==> src/rtl/nbc_pkg.sv <==
package nbc_pkg;
  typedef struct packed {
    logic v;
    logic r;
    logic d;
  } line_st_t;

  typedef enum logic [2:0] {
    RES_HIT     = 3'd0,
    RES_HIT_WT  = 3'd1,
    RES_PEND    = 3'd2,
    RES_MISS    = 3'd3,
    RES_MISS_WB = 3'd4,
    RES_FAIL    = 3'd5
  } acc_res_e;
endpackage

==> src/rtl/nbc_addr_split.sv <==
module nbc_addr_split #(
  parameter int ADDR_W = 16,
  parameter int OFF_W  = 4,
  parameter int SET_W  = 2,
  localparam int TAG_W = ADDR_W - OFF_W - SET_W,
  localparam int LA_W  = ADDR_W - OFF_W
) (
  input  logic [ADDR_W-1:0] addr,
  output logic [SET_W-1:0]  set_idx,
  output logic [TAG_W-1:0]  tag,
  output logic [LA_W-1:0]   line_addr
);
  logic unused_offset_bits;

  assign set_idx            = addr[OFF_W +: SET_W];
  assign tag                = addr[ADDR_W-1 -: TAG_W];
  assign line_addr          = addr[ADDR_W-1:OFF_W];
  assign unused_offset_bits = ^addr[OFF_W-1:0];
endmodule

==> src/rtl/nbc_way_match.sv <==
module nbc_way_match
  import nbc_pkg::*;
#(
  parameter int WAYS  = 4,
  parameter int TAG_W = 10,
  localparam int WAY_W = $clog2(WAYS)
) (
  input  logic [TAG_W-1:0] row_tag [WAYS],
  input  line_st_t         row_st  [WAYS],
  input  logic [TAG_W-1:0] tag,
  output logic             found,
  output logic             pending,
  output logic [WAY_W-1:0] way
);
  // lowest way whose tag matches and that is valid or pending
  always_comb begin
    found   = 1'b0;
    pending = 1'b0;
    way     = '0;
    for (int w = 0; w < WAYS; w++) begin
      if (!found && row_tag[w] == tag && (row_st[w].v || row_st[w].r)) begin
        found   = 1'b1;
        pending = row_st[w].r;
        way     = WAY_W'(w);
      end
    end
  end
endmodule

==> src/rtl/nbc_age_pick.sv <==
module nbc_age_pick #(
  parameter int WAYS   = 4,
  parameter int TIME_W = 16,
  localparam int WAY_W = $clog2(WAYS)
) (
  input  logic [WAYS-1:0]   cand,
  input  logic [TIME_W-1:0] age [WAYS],
  output logic              found,
  output logic [WAY_W-1:0]  way
);
  logic [TIME_W-1:0] best;

  // oldest stamp among candidates, strict compare keeps the lowest way on ties
  always_comb begin
    found = 1'b0;
    way   = '0;
    best  = '0;
    for (int w = 0; w < WAYS; w++) begin
      if (cand[w] && (!found || age[w] < best)) begin
        found = 1'b1;
        way   = WAY_W'(w);
        best  = age[w];
      end
    end
  end
endmodule

==> src/rtl/nbc_tags.sv <==
module nbc_tags
  import nbc_pkg::*;
#(
  parameter int ADDR_W = 16,
  parameter int SETS   = 4,
  parameter int WAYS   = 4,
  parameter int LINE_B = 16,
  parameter int TIME_W = 16,
  localparam int OFF_W = $clog2(LINE_B),
  localparam int SET_W = $clog2(SETS),
  localparam int WAY_W = $clog2(WAYS),
  localparam int TAG_W = ADDR_W - OFF_W - SET_W,
  localparam int LA_W  = ADDR_W - OFF_W,
  localparam int CNT_W = $clog2(SETS * WAYS + 1)
) (
  input  logic              clk,
  input  logic              rst_n,
  input  logic              cfg_write_back,
  input  logic              cfg_fifo,
  input  logic              acc_valid,
  input  logic              acc_write,
  input  logic [ADDR_W-1:0] acc_addr,
  output logic              acc_ack,
  output logic [2:0]        acc_result,
  output logic              wb_valid,
  output logic [ADDR_W-1:0] wb_addr,
  input  logic              fill_valid,
  input  logic [ADDR_W-1:0] fill_addr,
  output logic              evict_valid,
  output logic [ADDR_W-1:0] evict_addr,
  input  logic              flush_req,
  output logic [CNT_W-1:0]  flush_dirty_cnt
);
  // reset: asserted asynchronously, released through two flops
  logic [1:0] rst_pipe_q;
  logic       rst_int_n;

  always_ff @(posedge clk or negedge rst_n) begin
    if (!rst_n) rst_pipe_q <= '0;
    else        rst_pipe_q <= {rst_pipe_q[0], 1'b1};
  end
  assign rst_int_n = rst_pipe_q[1];

  // line storage
  logic [TIME_W-1:0] now_q;
  line_st_t          st_q    [SETS][WAYS];
  logic [TAG_W-1:0]  tag_q   [SETS][WAYS];
  logic [LA_W-1:0]   la_q    [SETS][WAYS];
  logic [TIME_W-1:0] used_q  [SETS][WAYS];
  logic [TIME_W-1:0] fetch_q [SETS][WAYS];

  // address fields
  logic [SET_W-1:0] a_set, f_set;
  logic [TAG_W-1:0] a_tag, f_tag;
  logic [LA_W-1:0]  a_la,  f_la;

  nbc_addr_split #(.ADDR_W(ADDR_W), .OFF_W(OFF_W), .SET_W(SET_W)) u_acc_split (
    .addr(acc_addr), .set_idx(a_set), .tag(a_tag), .line_addr(a_la));
  nbc_addr_split #(.ADDR_W(ADDR_W), .OFF_W(OFF_W), .SET_W(SET_W)) u_fill_split (
    .addr(fill_addr), .set_idx(f_set), .tag(f_tag), .line_addr(f_la));

  // selected set rows
  line_st_t          a_st  [WAYS];
  line_st_t          f_st  [WAYS];
  logic [TAG_W-1:0]  a_tags[WAYS];
  logic [TAG_W-1:0]  f_tags[WAYS];
  logic [TIME_W-1:0] a_age [WAYS];
  logic [TIME_W-1:0] f_age [WAYS];
  logic [WAYS-1:0]   a_free, a_cand, f_free, f_cand;
  logic              a_all_pend;

  always_comb begin
    for (int w = 0; w < WAYS; w++) begin
      a_st[w]   = st_q[a_set][w];
      f_st[w]   = st_q[f_set][w];
      a_tags[w] = tag_q[a_set][w];
      f_tags[w] = tag_q[f_set][w];
      a_age[w]  = cfg_fifo ? fetch_q[a_set][w] : used_q[a_set][w];
      f_age[w]  = cfg_fifo ? fetch_q[f_set][w] : used_q[f_set][w];
      a_free[w] = !a_st[w].v && !a_st[w].r;
      f_free[w] = !f_st[w].v && !f_st[w].r;
      a_cand[w] = a_st[w].v && !a_st[w].r;
      f_cand[w] = f_st[w].v && !f_st[w].r;
    end
    a_all_pend = 1'b1;
    for (int w = 0; w < WAYS; w++) a_all_pend = a_all_pend && a_st[w].r;
  end

  logic             am_found, am_pend, fm_found, fm_pend;
  logic [WAY_W-1:0] am_way, fm_way;
  logic             af_found, ff_found, av_found, fv_found;
  logic [WAY_W-1:0] af_way, ff_way, av_way, fv_way;

  nbc_way_match #(.WAYS(WAYS), .TAG_W(TAG_W)) u_acc_match (
    .row_tag(a_tags), .row_st(a_st), .tag(a_tag),
    .found(am_found), .pending(am_pend), .way(am_way));
  nbc_way_match #(.WAYS(WAYS), .TAG_W(TAG_W)) u_fill_match (
    .row_tag(f_tags), .row_st(f_st), .tag(f_tag),
    .found(fm_found), .pending(fm_pend), .way(fm_way));

  // lowest free way per side
  always_comb begin
    af_found = 1'b0; af_way = '0;
    ff_found = 1'b0; ff_way = '0;
    for (int w = 0; w < WAYS; w++) begin
      if (!af_found && a_free[w]) begin af_found = 1'b1; af_way = WAY_W'(w); end
      if (!ff_found && f_free[w]) begin ff_found = 1'b1; ff_way = WAY_W'(w); end
    end
  end

  nbc_age_pick #(.WAYS(WAYS), .TIME_W(TIME_W)) u_acc_victim (
    .cand(a_cand), .age(a_age), .found(av_found), .way(av_way));
  nbc_age_pick #(.WAYS(WAYS), .TIME_W(TIME_W)) u_fill_victim (
    .cand(f_cand), .age(f_age), .found(fv_found), .way(fv_way));

  // decision and next-state request
  acc_res_e         res;
  logic             fill_ack;
  logic             wr_en, wr_tag_en, wr_la_en, wr_used_en, wr_fetch_en;
  logic [SET_W-1:0] wr_set;
  logic [WAY_W-1:0] wr_way;
  line_st_t         wr_st;
  logic [TAG_W-1:0] wr_tag;
  logic [LA_W-1:0]  wr_la;

  always_comb begin
    acc_ack     = acc_valid && !fill_valid && !flush_req;
    fill_ack    = fill_valid && !flush_req;
    res         = RES_MISS;
    wb_valid    = 1'b0;
    wb_addr     = '0;
    evict_valid = 1'b0;
    evict_addr  = '0;
    wr_en       = 1'b0;
    wr_tag_en   = 1'b0;
    wr_la_en    = 1'b0;
    wr_used_en  = 1'b0;
    wr_fetch_en = 1'b0;
    wr_set      = '0;
    wr_way      = '0;
    wr_st       = '0;
    wr_tag      = '0;
    wr_la       = '0;
    if (fill_ack) begin
      wr_set = f_set;
      wr_tag = f_tag;
      wr_la  = f_la;
      if (cfg_write_back) begin
        if (fm_found && fm_pend) begin
          wr_en       = 1'b1;
          wr_way      = fm_way;
          wr_st.v     = 1'b1;
          wr_st.r     = 1'b0;
          wr_st.d     = f_st[fm_way].d;
          wr_la_en    = 1'b1;
          wr_used_en  = 1'b1;
          wr_fetch_en = 1'b1;
        end
      end else if (!fm_found) begin
        if (ff_found) begin
          wr_en  = 1'b1;
          wr_way = ff_way;
        end else if (fv_found) begin
          wr_en       = 1'b1;
          wr_way      = fv_way;
          evict_valid = f_st[fv_way].d;
          evict_addr  = {la_q[f_set][fv_way], {OFF_W{1'b0}}};
        end
        wr_st.v     = 1'b1;
        wr_tag_en   = wr_en;
        wr_la_en    = wr_en;
        wr_used_en  = wr_en;
        wr_fetch_en = wr_en;
      end
    end else if (acc_ack) begin
      wr_set = a_set;
      wr_tag = a_tag;
      wr_la  = a_la;
      if (am_found) begin
        res     = am_pend ? RES_PEND : (cfg_write_back ? RES_HIT : RES_HIT_WT);
        wr_en   = 1'b1;
        wr_way  = am_way;
        wr_st   = a_st[am_way];
        wr_st.d = a_st[am_way].d || acc_write;
        wr_used_en = !am_pend;
      end else if (!cfg_write_back || acc_write) begin
        res = RES_MISS;
      end else if (a_all_pend) begin
        res = RES_FAIL;
      end else if (af_found) begin
        res       = RES_MISS;
        wr_en     = 1'b1;
        wr_way    = af_way;
        wr_st.r   = 1'b1;
        wr_tag_en = 1'b1;
        wr_la_en  = 1'b1;
      end else begin
        res       = RES_MISS_WB;
        wr_en     = av_found;
        wr_way    = av_way;
        wr_st.r   = 1'b1;
        wr_tag_en = av_found;
        wr_la_en  = av_found;
        wb_valid  = av_found && a_st[av_way].d;
        wb_addr   = {la_q[a_set][av_way], {OFF_W{1'b0}}};
      end
    end
    acc_result = res;
  end

  // dirty count over the whole array
  always_comb begin
    flush_dirty_cnt = '0;
    for (int s = 0; s < SETS; s++)
      for (int w = 0; w < WAYS; w++)
        if (st_q[s][w].v && st_q[s][w].d) flush_dirty_cnt = flush_dirty_cnt + 1'b1;
  end

  // state bits and timebase, reset
  always_ff @(posedge clk or negedge rst_int_n) begin
    if (!rst_int_n) begin
      now_q <= '0;
      for (int s = 0; s < SETS; s++)
        for (int w = 0; w < WAYS; w++) st_q[s][w] <= '0;
    end else begin
      now_q <= now_q + 1'b1;
      if (flush_req) begin
        for (int s = 0; s < SETS; s++)
          for (int w = 0; w < WAYS; w++) begin
            st_q[s][w].v <= 1'b0;
            st_q[s][w].d <= 1'b0;
          end
      end else if (wr_en) begin
        st_q[wr_set][wr_way] <= wr_st;
      end
    end
  end

  // payload fields, enabled writes without reset
  always_ff @(posedge clk) begin
    if (wr_en && wr_tag_en)   tag_q[wr_set][wr_way]   <= wr_tag;
    if (wr_en && wr_la_en)    la_q[wr_set][wr_way]    <= wr_la;
    if (wr_en && wr_used_en)  used_q[wr_set][wr_way]  <= now_q;
    if (wr_en && wr_fetch_en) fetch_q[wr_set][wr_way] <= now_q;
  end
endmodule

==> config.mk <==
export PLATFORM = sky130hd
export DESIGN_NAME = nbc_tags
export DESIGN_NICKNAME = d
export VERILOG_FILES = /design/src/rtl/nbc_pkg.sv /design/src/rtl/nbc_addr_split.sv /design/src/rtl/nbc_way_match.sv /design/src/rtl/nbc_age_pick.sv /design/src/rtl/nbc_tags.sv
export SDC_FILE = /design/constraint.sdc
export NUM_CORES = 1
export LEC_CHECK = 0
export BUFFER_PORTS_ARGS = -buffer_cell sky130_fd_sc_hd__buf_2
export CAP_MARGIN = 20
export CORE_ASPECT_RATIO = 1.2
export CORE_UTILIZATION = 58
export DETAILED_ROUTE_END_ITERATION = 8
export GPL_TIMING_DRIVEN = 0
export PLACE_DENSITY = 0.77
export SYNTH_ARGS = -nofsm -noshare
export SYNTH_HDL_FRONTEND = slang
export SYNTH_SLANG_ARGS = --single-unit
export TNS_END_PERCENT = 100
==> constraint.sdc <==
create_clock -name clk -period 13.72 [get_ports clk]
set_input_delay 2.744 -clock clk [delete_from_list [all_inputs] [get_ports clk]]
set_output_delay 2.744 -clock clk [all_outputs]
set_load 0.01 [all_outputs]
==> out/metrics.yaml <==
cts:
  clockRootBuffer: "clkbuf_16"
  insertion_delay_ns: 0.69
  clkSinkCount: 930
  max-clock-path-buffers: 3
  h-tree-depth: 3
  hold_buffers: 0
  cts_tree: "yes"
  clk_pin_slew_worst_paths_ns: 0.06
  cts_buffers: 90
placement:
  dpl_cell_area_mm2: 0.0516
  port_buffers: 42
  finalWeightedCongestion: 0.992
  dp_hpwl_mm: 107
  dp_cells: 4218
  pre_cts_ws_ns: -5.54
route:
  vias: 32600
  drt_wl_total_mm: 157
  first_iter_violations: 4951
  vias_per_cell: 7.22
  ant_nets: 0
  drc: 0
  drt_first_pass_iters: 9
  avgRoutedWirePerCell_um: 34.7
layout:
  nets: 3473
  synthToLayoutAreaGrowth_pct: 18.9
  final_core_util_pct: 69.5
  seq_area_mm2: 0.0276
  final_area_mm2: 0.0578
  multi_input_area_mm2: 0.0211
  fill_cells: 5104
  drive_gt1_share_pct: 36.2
  final_cells: 4522
yosys:
  avgSynthCellArea_um2: 16.3
  ys_ff_latch: 930
  synth_compound_area_share_pct: 4.28
  netlist-cell-type-count: 81
  synth_top_area_share_pct: 53.3
  synth_top_family_by_area: "multiplexers"
  ys_async_sr_fraction_pct: 7.10
  synth_area_mm2: 0.0486
  synth_xor_area_share_pct: 2.66
  synth_fa_ha_area_share_pct: 2.73
  synthTopCellsByArea: "edfxtp_1 (53%), mux4_2 (21%), dfrtp_1 (3.4%)"
  yosys.area_share.simple_pct: 5.77
  synth-edff-count: 864
  synthFlopType: "edfxtp_1"
  yosysSeqAreaShare_pct: 56.7
  synthMuxAreaShare_pct: 25.9
  syn-instance-count: 2982
  ys_warn_count: 0
  synth_top_area_cell: "edfxtp_1"
sta:
  fin_crit_sh_pct: 102
  tightest_slew_ns: 1.16
  fin_crit_ns: 14.01
  fmax_mhz: 71.4
  hold_violations: 0
  setup_viol: 26
  drv_slew: 0
  fin_skew_ns: 0.0410
  layout_setup_ws_ns: -0.292
  rsz0062_at_grt: "true"
  relSlewSlack_pct: 22.1
floorplan:
  die_y_um: 319
  die_w_um: 266
  io_pins: 83
  fp-row-count: 116
  start_util_pct: 58.5
  dieArea_mm2: 0.0850
  core_mm2: 0.0832
global_route:
  grtUsageMet2_pct: 59.9
  antenna_found_initial: 4
  grt_use_met3_pct: 6.42
  use_met1_pct: 43.7
  first_global_vias: 32900
  grt_max_degree: 41
  grt_overflow: 0
  busiest_layer: "met2"
  grtUsageTotal_pct: 36.4
  grt_pass1_wl_mm: 220
run:
  maxCapViolCount: 0
setup_path:
  worstPathArrival_ns: 11.27
  cp_num_buf_inv: 15
  cp_max_fo: 10
  cp_slowest_cell: "a21oi_1"
  cp.required_ns: 10.98
  crit_path_start_kind: "input port"
  critical_path.top_delay_family: "compound AO/OA/AOI/OAI gates"
  endpoint_kind: "output pin"
  cpPeakStageDelay_ns: 0.61
  path_class: "input port to output pin"
outcome:
  status: "complete, but fails checks"
  violations: "setup timing"
power:
  vdd_drop_max_uv: 121
  cellPowerDensity_mw_per_mm2: 106
  pwr-share-comb_pct: 7.9
  total_leakage_power_uw: 0.0201
  p_int_uw: 4710
  p_clk_share_pct: 41.5
  pwr-share-seq_pct: 50.6
  switching_share_pct: 22.8
  p_sw_uw: 1390
  total_power_uw: 6100
hold_path:
  hold_path_class: "flip-flop to flip-flop"
[metrics by stage]
step,hold slack [ns],setup TNS [ns]
6_report,0.355,-4.33
3_5_place_dp,0.344,-3471.14
2_1_floorplan,0.331,0
3_3_place_gp,0.341,-3875.50
5_1_grt,0.359,-4.88
4_1_cts,0.359,0
[cells in the mapped netlist, types with 14 or more instances]
master,number
a21o_1,29
a21oi_1,77
and2_1,14
and3_1,14
buf_1,41
buf_2,17
clkbuf_1,122
dfrtp_1,66
edfxtp_1,864
ha_1,106
inv_1,33
mux2_2,137
mux2i_1,73
mux4_2,452
nand2_1,178
nand2b_1,38
nand3_1,36
nand4_1,43
nor2_1,144
nor2b_1,21
nor3_1,20
o21ai_0,106
o22ai_1,16
xnor2_1,114
xor2_1,22
[layout by cell type, fill, tap and decap left out, drive strengths merged, types with 10 or more instances in the layout]
| master | n |
|---|---|
| mux2 | 150 |
| or2 | 13 |
| mux4 | 452 |
| nand2 | 178 |
| a21oi | 79 |
| xnor2 | 116 |
| dfrtp | 66 |
| and3 | 14 |
| and2 | 14 |
| a211oi | 10 |
| edfxtp | 864 |
| xor2 | 22 |
| o22ai | 17 |
| inv | 39 |
| nand2b | 38 |
| ha | 106 |
| nand4 | 43 |
| nor2 | 151 |
| clkinv | 31 |
| clkbuf | 228 |
| o21ai | 115 |
| a22o | 10 |
| a21o | 29 |
| nand3b | 13 |
| nand3 | 36 |
| nor3 | 21 |
| mux2i | 73 |
| nor2b | 21 |
| buf | 324 |
[kinds of logic (layout without fill, tap and decap cells)]
family / Yosys count / after routing
AND/OR/NAND/NOR: 572 / 572
adder cells (fa/ha/maj): 106 / 106
flip-flops: 930 / 930
AO/OA/AOI/OAI: 329 / 329
buffers and inverters: 227 / 638
multiplexers: 675 / 675
other: 2 / 10
XOR/XNOR: 141 / 141
[layer usage]
layer	part of all wire, %	routed length [um]
met5	0.018	28
met4	8.3	13100
met3	10	16400
met2	49	76800
met1	32	50900
[power groups by stage]
stage                     registers (uW)  clock network, uW  logic (uW)
after global placement              3150                  0         379
after floorplan                     3150                  0         267
after detailed placement            3150                  0         399
after global routing                3090               2630         499
after CTS                           3090               2530         444
final                               3090               2530         483
[sequential cells by signal (all words and copies together) (netlist names)]
signal	flops
fetch_q	256
la_q	192
now_q	16
rst_pipe_q	2
st_q	48
tag_q	160
used_q	256
[repair_timing]
item | 4_1_cts | 5_1_grt
pin swaps | 36 | 41
setup buffers | 81 | 33
gates resized for setup | 309 | 122
gates cloned | 6 | 8
hold endpoints to repair | 0 | 0
endpoints found under the setup margin | 938 | 26
[cell type report]
| class | count | share of cell area [%] |
|---|---|---|
| sequential | 930 | 47.7 |
| timing repair buffer | 255 | 5.30 |
| tap | 1121 | 2.43 |
| inverter | 33 | 0.214 |
| antenna | 1 | 0.00433 |
| multi-input combinational | 1832 | 36.4 |
| clock inverter | 50 | 0.926 |
| clock buffer | 115 | 4.17 |
| buffer | 185 | 2.82 |
[worst reg2reg max path: cells and delay by family (launching register included)]
family	cells	cell delay, ns
mux	1	0.65
buf+inv	12	2.49
simple gates	10	2.66
flops	1	0.45
compound gates	15	3.66
fa+ha+maj	3	0.79
[final timing paths]
check | start | endpoint | slack [ns] | depth (start not counted)
max reg2reg | st_q[11] | tag_q[1][23] | 2.61 | 41
max in group asynchronous | rst_n | rst_pipe_q[1] | 11.76 | 1
max | acc_addr[4] | wb_addr[14] | -0.29 | 42
min in group asynchronous | rst_pipe_q[1] | now_q[10] | 0.43 | 0
min | rst_pipe_q[0] | rst_pipe_q[1] | 0.36 | 0
min reg2reg | rst_pipe_q[0] | rst_pipe_q[1] | 0.36 | 0
Note: power is estimated with default switching activity, not from simulation.
